**config.mk**
```make
export PLATFORM = sky130hd
export DESIGN_NAME = ntd_sram
export DESIGN_NICKNAME = d
export VERILOG_FILES = /design/src/rtl/ntd_pkg.sv /design/src/rtl/ntd_burst_seq.sv /design/src/rtl/ntd_byte_ram.sv /design/src/rtl/ntd_sram.sv
export SDC_FILE = /design/constraint.sdc
export NUM_CORES = 1
export LEC_CHECK = 0
export ABC_AREA = 1
export CORE_UTILIZATION = 30
export CTS_BUF_LIST = sky130_fd_sc_hd__clkbuf_4 sky130_fd_sc_hd__clkbuf_8
export CTS_CLUSTER_DIAMETER = 60
export DETAILED_ROUTE_END_ITERATION = 12
export DONT_BUFFER_PORTS = 1
export GPL_TIMING_DRIVEN = 1
export HOLD_SLACK_MARGIN = 0.1
export PLACE_DENSITY = 0.47
export SYNTH_ARGS = -nofsm -noshare
export SYNTH_HDL_FRONTEND = slang
export SYNTH_HIERARCHICAL = 1
export SYNTH_SLANG_ARGS = --single-unit
```
**constraint.sdc**
```tcl
create_clock -name clk -period 2.8 [get_ports clk]
set_input_delay 0.56 -clock clk [delete_from_list [all_inputs] [get_ports clk]]
set_output_delay 0.56 -clock clk [all_outputs]
set_load 0.005 [all_outputs]
```
**src/rtl/ntd_pkg.sv**
```systemverilog
package ntd_pkg;

  typedef enum logic [1:0] {
    OP_NOP = 2'd0,
    OP_RD  = 2'd1,
    OP_WR  = 2'd2
  } op_e;

  // low two address bits of the k-th beat of a four-beat wrapping burst
  function automatic logic [1:0] beat_lo(input logic [1:0] base,
                                         input logic [1:0] k,
                                         input logic       linear);
    return linear ? (base + k) : (base ^ k);
  endfunction

endpackage

```
**src/rtl/ntd_burst_seq.sv**
```systemverilog
module ntd_burst_seq
  import ntd_pkg::*;
#(
  parameter int ADDR_W = 6,
  parameter int LANES  = 2
) (
  input  logic              clk,
  input  logic              rst,
  input  logic              en,
  input  logic              adv,
  input  logic              sel_all,
  input  logic              rd_nwr,
  input  logic              linear,
  input  logic [ADDR_W-1:0] addr,
  input  logic [LANES-1:0]  be,
  output op_e               iss_op,
  output logic [ADDR_W-1:0] iss_addr,
  output logic [LANES-1:0]  iss_be
);

  op_e               st_op;
  logic [ADDR_W-1:0] st_base;
  logic [1:0]        st_cnt;
  logic              st_lin;
  logic [1:0]        nxt_cnt;

  assign nxt_cnt = st_cnt + 2'd1;
  assign iss_be  = be;

  always_comb begin
    if (!adv) begin
      iss_op   = sel_all ? (rd_nwr ? OP_RD : OP_WR) : OP_NOP;
      iss_addr = addr;
    end else begin
      iss_op   = st_op;
      iss_addr = st_base;
      iss_addr[1:0] = beat_lo(st_base[1:0], nxt_cnt, st_lin);
    end
  end

  always_ff @(posedge clk) begin
    if (rst) begin
      st_op   <= OP_NOP;
      st_base <= '0;
      st_cnt  <= '0;
      st_lin  <= 1'b0;
    end else if (en) begin
      if (!adv) begin
        st_op   <= iss_op;
        st_base <= addr;
        st_cnt  <= '0;
        st_lin  <= linear;
      end else begin
        st_cnt  <= nxt_cnt;
      end
    end
  end

endmodule

```
**src/rtl/ntd_byte_ram.sv**
```systemverilog
module ntd_byte_ram #(
  parameter int ADDR_W = 6,
  parameter int LANES  = 2,
  parameter int LANE_W = 9
) (
  input  logic                    clk,
  input  logic                    en,
  input  logic                    we,
  input  logic [LANES-1:0]        be,
  input  logic [ADDR_W-1:0]       waddr,
  input  logic [LANES*LANE_W-1:0] wdata,
  input  logic [ADDR_W-1:0]       raddr,
  output logic [LANES*LANE_W-1:0] rdata
);

  localparam int DEPTH = 1 << ADDR_W;

  for (genvar g = 0; g < LANES; g++) begin : g_lane
    logic [LANE_W-1:0] mem [DEPTH];
    logic [LANE_W-1:0] q;

    always_ff @(posedge clk) begin
      if (en) begin
        if (we && be[g]) mem[waddr] <= wdata[g*LANE_W +: LANE_W];
        q <= mem[raddr];
      end
    end

    assign rdata[g*LANE_W +: LANE_W] = q;
  end

endmodule

```
**src/rtl/ntd_sram.sv**
```systemverilog
module ntd_sram
  import ntd_pkg::*;
#(
  parameter int ADDR_W = 6,
  parameter int LANES  = 2,
  parameter int LANE_W = 9
) (
  input  logic                    clk,
  input  logic                    rst,
  input  logic                    cke_n,
  input  logic                    sel_a,
  input  logic                    sel_b,
  input  logic                    sel_c,
  input  logic                    adv,
  input  logic                    burst_lin,
  input  logic                    rd_nwr,
  input  logic [ADDR_W-1:0]       addr,
  input  logic [LANES-1:0]        bwe_n,
  input  logic [LANES*LANE_W-1:0] wdata,
  input  logic                    oe_n,
  output logic [LANES*LANE_W-1:0] rdata,
  output logic                    rvalid
);

  localparam int DATA_W = LANES * LANE_W;

  logic              en;
  logic              sel_all;
  op_e               iss_op;
  logic [ADDR_W-1:0] iss_addr;
  logic [LANES-1:0]  iss_be;

  op_e               s1_op, s2_op;
  logic [ADDR_W-1:0] s1_addr, s2_addr;
  logic [LANES-1:0]  s1_be, s2_be;

  logic [LANES-1:0]  byp_mask;
  logic [DATA_W-1:0] byp_data;
  logic [DATA_W-1:0] ram_q;
  logic [DATA_W-1:0] merged;
  logic              ram_we;

  assign en      = ~cke_n;
  assign sel_all = sel_a & sel_b & sel_c;

  ntd_burst_seq #(.ADDR_W(ADDR_W), .LANES(LANES)) u_seq (
    .clk      (clk),
    .rst      (rst),
    .en       (en),
    .adv      (adv),
    .sel_all  (sel_all),
    .rd_nwr   (rd_nwr),
    .linear   (burst_lin),
    .addr     (addr),
    .be       (~bwe_n),
    .iss_op   (iss_op),
    .iss_addr (iss_addr),
    .iss_be   (iss_be)
  );

  // data of the write in stage two is taken on this edge
  assign ram_we = en && !rst && (s2_op == OP_WR);

  ntd_byte_ram #(.ADDR_W(ADDR_W), .LANES(LANES), .LANE_W(LANE_W)) u_ram (
    .clk   (clk),
    .en    (en),
    .we    (ram_we),
    .be    (s2_be),
    .waddr (s2_addr),
    .wdata (wdata),
    .raddr (s1_addr),
    .rdata (ram_q)
  );

  for (genvar g = 0; g < LANES; g++) begin : g_merge
    assign merged[g*LANE_W +: LANE_W] = byp_mask[g] ? byp_data[g*LANE_W +: LANE_W]
                                                    : ram_q[g*LANE_W +: LANE_W];
  end

  always_ff @(posedge clk) begin
    if (rst) begin
      s1_op    <= OP_NOP;
      s2_op    <= OP_NOP;
      s1_addr  <= '0;
      s2_addr  <= '0;
      s1_be    <= '0;
      s2_be    <= '0;
      byp_mask <= '0;
      byp_data <= '0;
      rvalid   <= 1'b0;
      rdata    <= '0;
    end else if (en) begin
      s1_op    <= iss_op;
      s1_addr  <= iss_addr;
      s1_be    <= iss_be;
      s2_op    <= s1_op;
      s2_addr  <= s1_addr;
      s2_be    <= s1_be;
      // array read for stage one misses the write landing on this same edge
      byp_mask <= (s2_op == OP_WR && s2_addr == s1_addr) ? s2_be : '0;
      byp_data <= wdata;
      rvalid   <= (s2_op == OP_RD) && !oe_n;
      if (s2_op == OP_RD) rdata <= merged;
    end
  end

endmodule

```
==> metrics.txt, run 1 <==
total wire length 156000 µm; DR pass1 iterations 6; Syn Nets 4490; Design Power 39.8 mW; M2 GR Usage 27.6%; Layout area overhead 16.2%; DP Wirelength 86500 µm; max_cap viols 0; yosys warns 6; CTS buffer count 214; via/cell ratio 4.87; flop-to-flop setup slack 0.11 ns; GR met1 Demand/Resource 25.4%; synthesis-stage register bit count 1240; global-route wire length before repair 228000 µm; gr ovfl total 0; CP Cell Sequence clkinv_1, buf_4, nand3_1, nand3_1, nand2_1; register area share after synthesis 71.4%; Setup crit start kind flop; met3 Track Usage GR 3.25%; largest net degree at the start of global routing 102; Tmin final 2.69 ns; Post-CTS Hold Buffers 81; I/O Buffers 0; most frequent CP cell nand3_1; worst-margin pin slew 1.36 ns; die area 172000 µm²; multi-input logic area 12500 µm²; Gate Count Post-Synth 4453; synth cell count leaders 1557 x nand2_1, 1170 x edfxtp_1, 988 x nand3_1; Max-slew headroom 8.88%; Post-Place Cells 6602; Ports 55; synthesized area 51200 µm²; Via Count 34494; Synth Area per Inst 11.5 µm²; Yosys top cell by area edfxtp_1; delay of the slowest cell on the worst path 1.02 ns; worst slack, placed 0.184 ns; Crit Path Max Fanout 28; layout cells sized above 1 12.8%; crit path capture u_ram/g_lane[0].q[0]; Clock Skew 0.0519 ns; Post-synth top flop edfxtp_1; clk_lat worst skew 0.95 ns; r2r worst-path depth 5; routed len/inst 22.1 µm; gr busiest metal met2; Final WS setup 0.114 ns; initial core utilization 30.2%; First DRT Iteration DRCs 3285; # resized after CTS 0; Post-CTS Setup Inserts 0; number of enable flip-flop cells after synthesis 1170; Hold WS 0.223 ns; Worst R2R End u_ram/g_lane[0].q[0]; pwr dens 670 nW/µm²; Peak Freq 372 MHz; leading cell type by number of instances after synthesis nand2_1; Pleak 21.2 nW; sum of negative setup slack 0 ns; Final ANT Viol Nets 0; Yosys top cell area share 68.7%; Clock Root Buffer clkbuf_8; WP data arrival 3.49 ns; global-route usage over all layers 17.9%; Distinct cells, synth 32; post-layout net count 4718; Die W 415 µm; FP Rows 151; number of global-route vias before repair 33568; CP required 3.60 ns; FF/Latch Area 36600 µm²; final setup violation count 0; routability cong. 0.797; Slowest-stage cell, CP clkinv_1; Synth area leaders edfxtp_1 69%, nand2_1 11%, nand3_1 9.7%, dfxtp_1 2.7%, buf_6 1.5%; Hold Vio Cnt, Final 0; RSZ-0062 raised after global routing false; Worst VDD drop 0.500 mV; worst r2r src s1_addr[4]; Async SR Flop Fraction 0%; CTS clk-pin slew, worst paths 0.06 ns; critical path startpoint s1_addr[4]; Non-Filler Instances 7078; CTS H-tree depth 4; period utilization 95.9%; Setup crit end kind flop; kind of critical path flop to flop; Die Y 415 µm; Fillers 16848; Core Region 169000 µm²; CTS tree yes; fin. max-slew vios 0; clock sinks 1240; initial antenna violation count 10; Remaining DRCs 0; run status completed; Hold WC Path Type primary input to flop; CTS max path bufs 3
## state kept, by name, indices dropped and copies added, names as in the netlist, 6 cells and up
register and count:
s1_addr 6, byp_data 18, u_ram/g_lane.mem 1152, u_ram/g_lane.q 18, u_seq/st_base 6, rdata 18, s2_addr 6
## worst max-delay path, delay by kind of cell, from the launching register on
kind                   cells  cell delay (ns)
buffers and inverters      2             1.60
AND/OR/NAND/NOR            3             0.61
flip-flops                 1             0.32
## power breakdown
| part | internal, mW | switching [mW] |
|---|---|---|
| Combinational | 0.956 | 2.61 |
| Sequential | 20.4 | 0.0891 |
| Clock | 8.40 | 7.42 |
## area by class of cell
class | instances | area share (%)
clock buffers | 289 | 5.94
clock inverters | 92 | 0.848
multi-input cells | 2851 | 21.0
repair buffers | 310 | 5.52
flip-flops and latches | 1240 | 61.5
inverters | 64 | 0.490
diodes | 14 | 0.0589
well taps | 2218 | 4.67
## cell usage in the layout, fill, tap and decap left out, drive strengths merged, types with 2 or more instances in the layout
master / netlist / layout
dfxtp: 70 / 70
nand3: 989 / 989
inv: 62 / 63
nand2: 1557 / 1557
edfxtp: 1170 / 1170
a211oi: 34 / 34
o21ai: 13 / 13
diode: 0 / 14
dlygate4sd3: 0 / 61
bufinv: 0 / 3
clkbuf: 55 / 289
a21oi: 53 / 53
nand3b: 3 / 3
nand4: 2 / 2
clkinvlp: 0 / 9
nor3: 116 / 116
nor2: 80 / 80
buf: 243 / 249
clkinv: 2 / 81
## per-layer routing
| layer | share of wire [%] | routed length (µm) | up-vias |
|---|---|---|---|
| met1 | 46 | 71300 | 17027 |
| met3 | 6.3 | 9800 | 229 |
| met2 | 46 | 71100 | 1121 |
| met4 | 2.5 | 3840 | 2 |
| li1 | - | - | 16115 |
| met5 | 0.012 | 19 | - |
## cells by family (layout without fill, tap and decap cells)
logic type,Yosys count,after routing,share of synthesized area (%)
AND/OR/NAND/NOR,2750,2750,23.0
flip-flops,1240,1240,71.4
adder cells (fa/ha/maj),1,1,0.0245
other,0,14,0
buffers and inverters,362,755,4.26
AO/OA/AOI/OAI,100,100,1.33
## worst min path at each step
stage                          start               end  slack, ns  depth (start not counted)
floorplan           u_seq/st_base[5]  u_seq/st_base[5]       0.42                          2
global placement    u_seq/st_base[5]  u_seq/st_base[5]       0.43                          2
detailed placement      byp_data[17]      byp_data[17]       0.44                          2
CTS                              adv        s1_addr[0]       0.10                          4
global route                 addr[0]        s1_addr[0]       0.20                          4
finish                           adv        s1_addr[0]       0.22                          4
## per-stage QoR
step	util, %	cell area, µm²
2_1_floorplan	-	51200
3_3_place_gp	32.0	54200
3_5_place_dp	32.0	54200
4_1_cts	35.1	59400
5_1_grt	35.1	59400
6_report	35.1	59500
(Power assumes the default switching activity.)
==> run 2: changes to the inputs <==
Settings changed: ABC_AREA 1 to default, CORE_MARGIN from default to 2.
==> metrics.txt, run 2 <==
via/cell ratio 4.84 (was 4.87); global-route usage over all layers 15.9% (was 17.9%); Setup crit end kind flop (unchanged); Peak Freq 359 MHz (was 372 MHz); Slowest-stage cell, CP and2_1 (was clkinv_1); Synth Area in Compound Gates 3.29% (was 1.33%); CTS tree yes (unchanged); CTS clk-pin slew, worst paths 0.06 ns (about the same); largest family of logic cells by synthesized area multiplexers (was simple AND/OR/NAND/NOR gates); Via Count 25188 (was 34494); FP Rows 147 (was 151); Yosys top cell area share 72.7% (was 68.7%); CP required 3.50 ns (was 3.60 ns); fin. max-slew vios 0 (unchanged); Ports 55 (unchanged); Max-slew headroom 38.4% (was 8.88%); initial core utilization 30.2% (about the same); I/O Buffers 0 (unchanged); final setup violation count 0 (unchanged); Pleak 18.3 nW (was 21.2 nW); Async SR Flop Fraction 0% (unchanged); Gate Count Post-Synth 2456 (was 4453); Die W 405 µm (was 415 µm); Clock Root Buffer clkbuf_8 (unchanged); Layout area overhead 19.5% (was 16.2%); gr ovfl total 0 (unchanged); routed len/inst 25.1 µm (was 22.1 µm); largest reg by FF count u_ram/g_lane.mem (unchanged); CTS buffer count 198 (was 214); global-route wire length before repair 188000 µm (was 228000 µm); clk_lat worst skew 0.91 ns (was 0.95 ns); Adder-Cell Fraction of Synth Area 0.0259% (was 0.0245%); initial antenna violation count 17 (was 10); Core Region 160000 µm² (was 169000 µm²); Crit Path Max Fanout 23 (was 28); Hold Vio Cnt, Final 0 (unchanged); First DRT Iteration DRCs 2399 (was 3285); period utilization 99.6% (was 95.9%); Hold WS 0.235 ns (was 0.223 ns); WP data arrival 3.49 ns (about the same); Clock Skew 0.0335 ns (was 0.0519 ns); Die Y 405 µm (was 415 µm); number of global-route vias before repair 26350 (was 33568); Distinct cells, synth 46 (was 32); largest net degree at the start of global routing 72 (was 102); flop-to-flop setup slack 0.01 ns (was 0.11 ns); most frequent cells in the layout 1170 x edfxtp_1, 260 x buf_4, 232 x mux4_2, 216 x nor2_1, 203 x clkbuf_8 (was 1557 x nand2_1, 1170 x edfxtp_1, 985 x nand3_1, 218 x clkbuf_8, 197 x buf_4); layout cells sized above 1 29.8% (was 12.8%); Post-CTS Setup Inserts 0 (unchanged); CTS H-tree depth 4 (unchanged); Tmin final 2.79 ns (was 2.69 ns); Worst VDD drop 0.496 mV (was 0.500 mV); Post-Place Cells 4749 (was 6602); Non-Filler Instances 5200 (was 7078); synthesized area 48300 µm² (was 51200 µm²); Design Power 38.7 mW (was 39.8 mW); Setup crit start kind flop (unchanged); max_cap viols 0 (unchanged); Yosys top cell by area edfxtp_1 (unchanged); CTS max path bufs 3 (unchanged); Final ANT Viol Nets 0 (unchanged); Post-synth top flop edfxtp_1 (unchanged); post-synthesis simple-gate area fraction 3.81% (was 23.0%); pwr dens 670 nW/µm² (about the same); Hold Crit Depth 3 (was 4); delay of the slowest cell on the worst path 0.81 ns (was 1.02 ns); Remaining DRCs 0 (unchanged); CP Cell Sequence and2_1, a22oi_1, and3_1, a211oi_1 (was clkinv_1, buf_4, nand3_1, nand3_1, nand2_1); register area share after synthesis 75.6% (was 71.4%); most common cell after layout, fill and taps aside edfxtp_1 (was nand2_1); Syn Nets 2493 (was 4490); leading cell type by number of instances after synthesis edfxtp_1 (was nand2_1); clock sinks 1240 (unchanged); kind of critical path flop to flop (unchanged); DR pass1 iterations 6 (unchanged); total wire length 130000 µm (was 156000 µm); worst-margin pin slew 0.924 ns (was 1.36 ns); portion of netlist area occupied by mux cells 15.0% (was 0%); synthesis-stage register bit count 1240 (unchanged); DP Wirelength 81500 µm (was 86500 µm); Hold WC Path Type primary input to flop (unchanged); die area 164000 µm² (was 172000 µm²); Synth Area per Inst 19.7 µm² (was 11.5 µm²); max FFs per register 1152 (unchanged); yosys warns 6 (unchanged); RSZ-0062 raised after global routing false (unchanged); post-synthesis xor/xnor area fraction 0.174% (was 0%); run status completed (unchanged); Synth area leaders edfxtp_1 73%, mux4_2 11%, mux2i_1 3.9%, dfxtp_1 2.9%, nor2_1 1.7% (was edfxtp_1 69%, nand2_1 11%, nand3_1 9.7%, dfxtp_1 2.7%, buf_6 1.5%); post-layout net count 2906 (was 4718); number of enable flip-flop cells after synthesis 1170 (unchanged); r2r worst-path depth 4 (was 5); synth cell count leaders 1170 x edfxtp_1, 232 x mux4_2, 216 x nor2_1 (was 1557 x nand2_1, 1170 x edfxtp_1, 988 x nand3_1); routability cong. 0.771 (was 0.797)
run 2: cell type report:
type | instances | area, µm²
Timing Repair Buffer | 361 | 3510
Fill cell | 14963 | 102000
Multi-Input combinational cell | 1050 | 10800
Sequential cell | 1240 | 36500
Antenna cell | 2 | 5.00
Inverter | 18 | 71.3
Clock inverter | 106 | 813
Tap cell | 2160 | 2700
Clock buffer | 263 | 3240
run 2: power breakdown:
| part | leakage (nW) | internal, mW | switching [mW] |
|---|---|---|---|
| Clock | 2.14 | 8.60 | 7.21 |
| Sequential | 11.1 | 20.3 | 0.0956 |
| Combinational | 5.07 | 0.999 | 1.43 |
| Total | 18.3 | 29.9 | 8.73 |
run 2: final timing paths:
check / end / start
max: u_ram/g_lane[1].q[2] / s1_addr[1]
min: s1_addr[0] / addr[0]
max reg2reg: u_ram/g_lane[1].q[2] / s1_addr[1]
min reg2reg: u_seq/st_base[2] / u_seq/st_base[2]
run 2: worst max-delay path, delay by kind of cell (launching register included):
| kind | cells | cell delay (ns) |
|---|---|---|
| AND/OR/NAND/NOR | 2 | 1.22 |
| AO/OA/AOI/OAI | 2 | 0.69 |
| flip-flops | 1 | 0.63 |
run 2: cells by family after synthesis:
logic type | count (synthesis)
and+or+nand+nor | 401
buffers and inverters | 166
adders and majority gates | 1
xor gates and xnor gates | 8
AOI/OAI and AO/OA | 206
DFF | 1240
muxes | 434
run 2: per-stage QoR:
step,setup WS [ns],cell area (µm²),utilization (%),TNS [ns]
2_1_floorplan,0.0997,48300,-,0
3_3_place_gp,-0.136,52500,32.8,-0.417
3_5_place_dp,-0.164,52500,32.8,-0.378
4_1_cts,0.0174,57700,36.0,0
5_1_grt,0.00226,57700,36.0,0
6_report,0.0124,57700,36.0,0
run 2: repair_timing:
item / CTS / global route
gates resized for setup: 4 / 7
pin swaps: 0 / 1
hold buffers: 80 / 0
endpoints found under the setup margin: 6 / 7
endpoints found under the hold margin: 1239 / 0
cloned: 0 / 0
run 2: routing by layer:
layer / part of all wire, % / GRT usage [%] / up-vias
li1: - / - / 10878
met1: 44 / 21.4 / 13442
met2: 49 / 26.0 / 705
met3: 5.8 / 3.47 / 163
met4: 1.9 / 4.58 / 0
met5: 0 / 0 / -
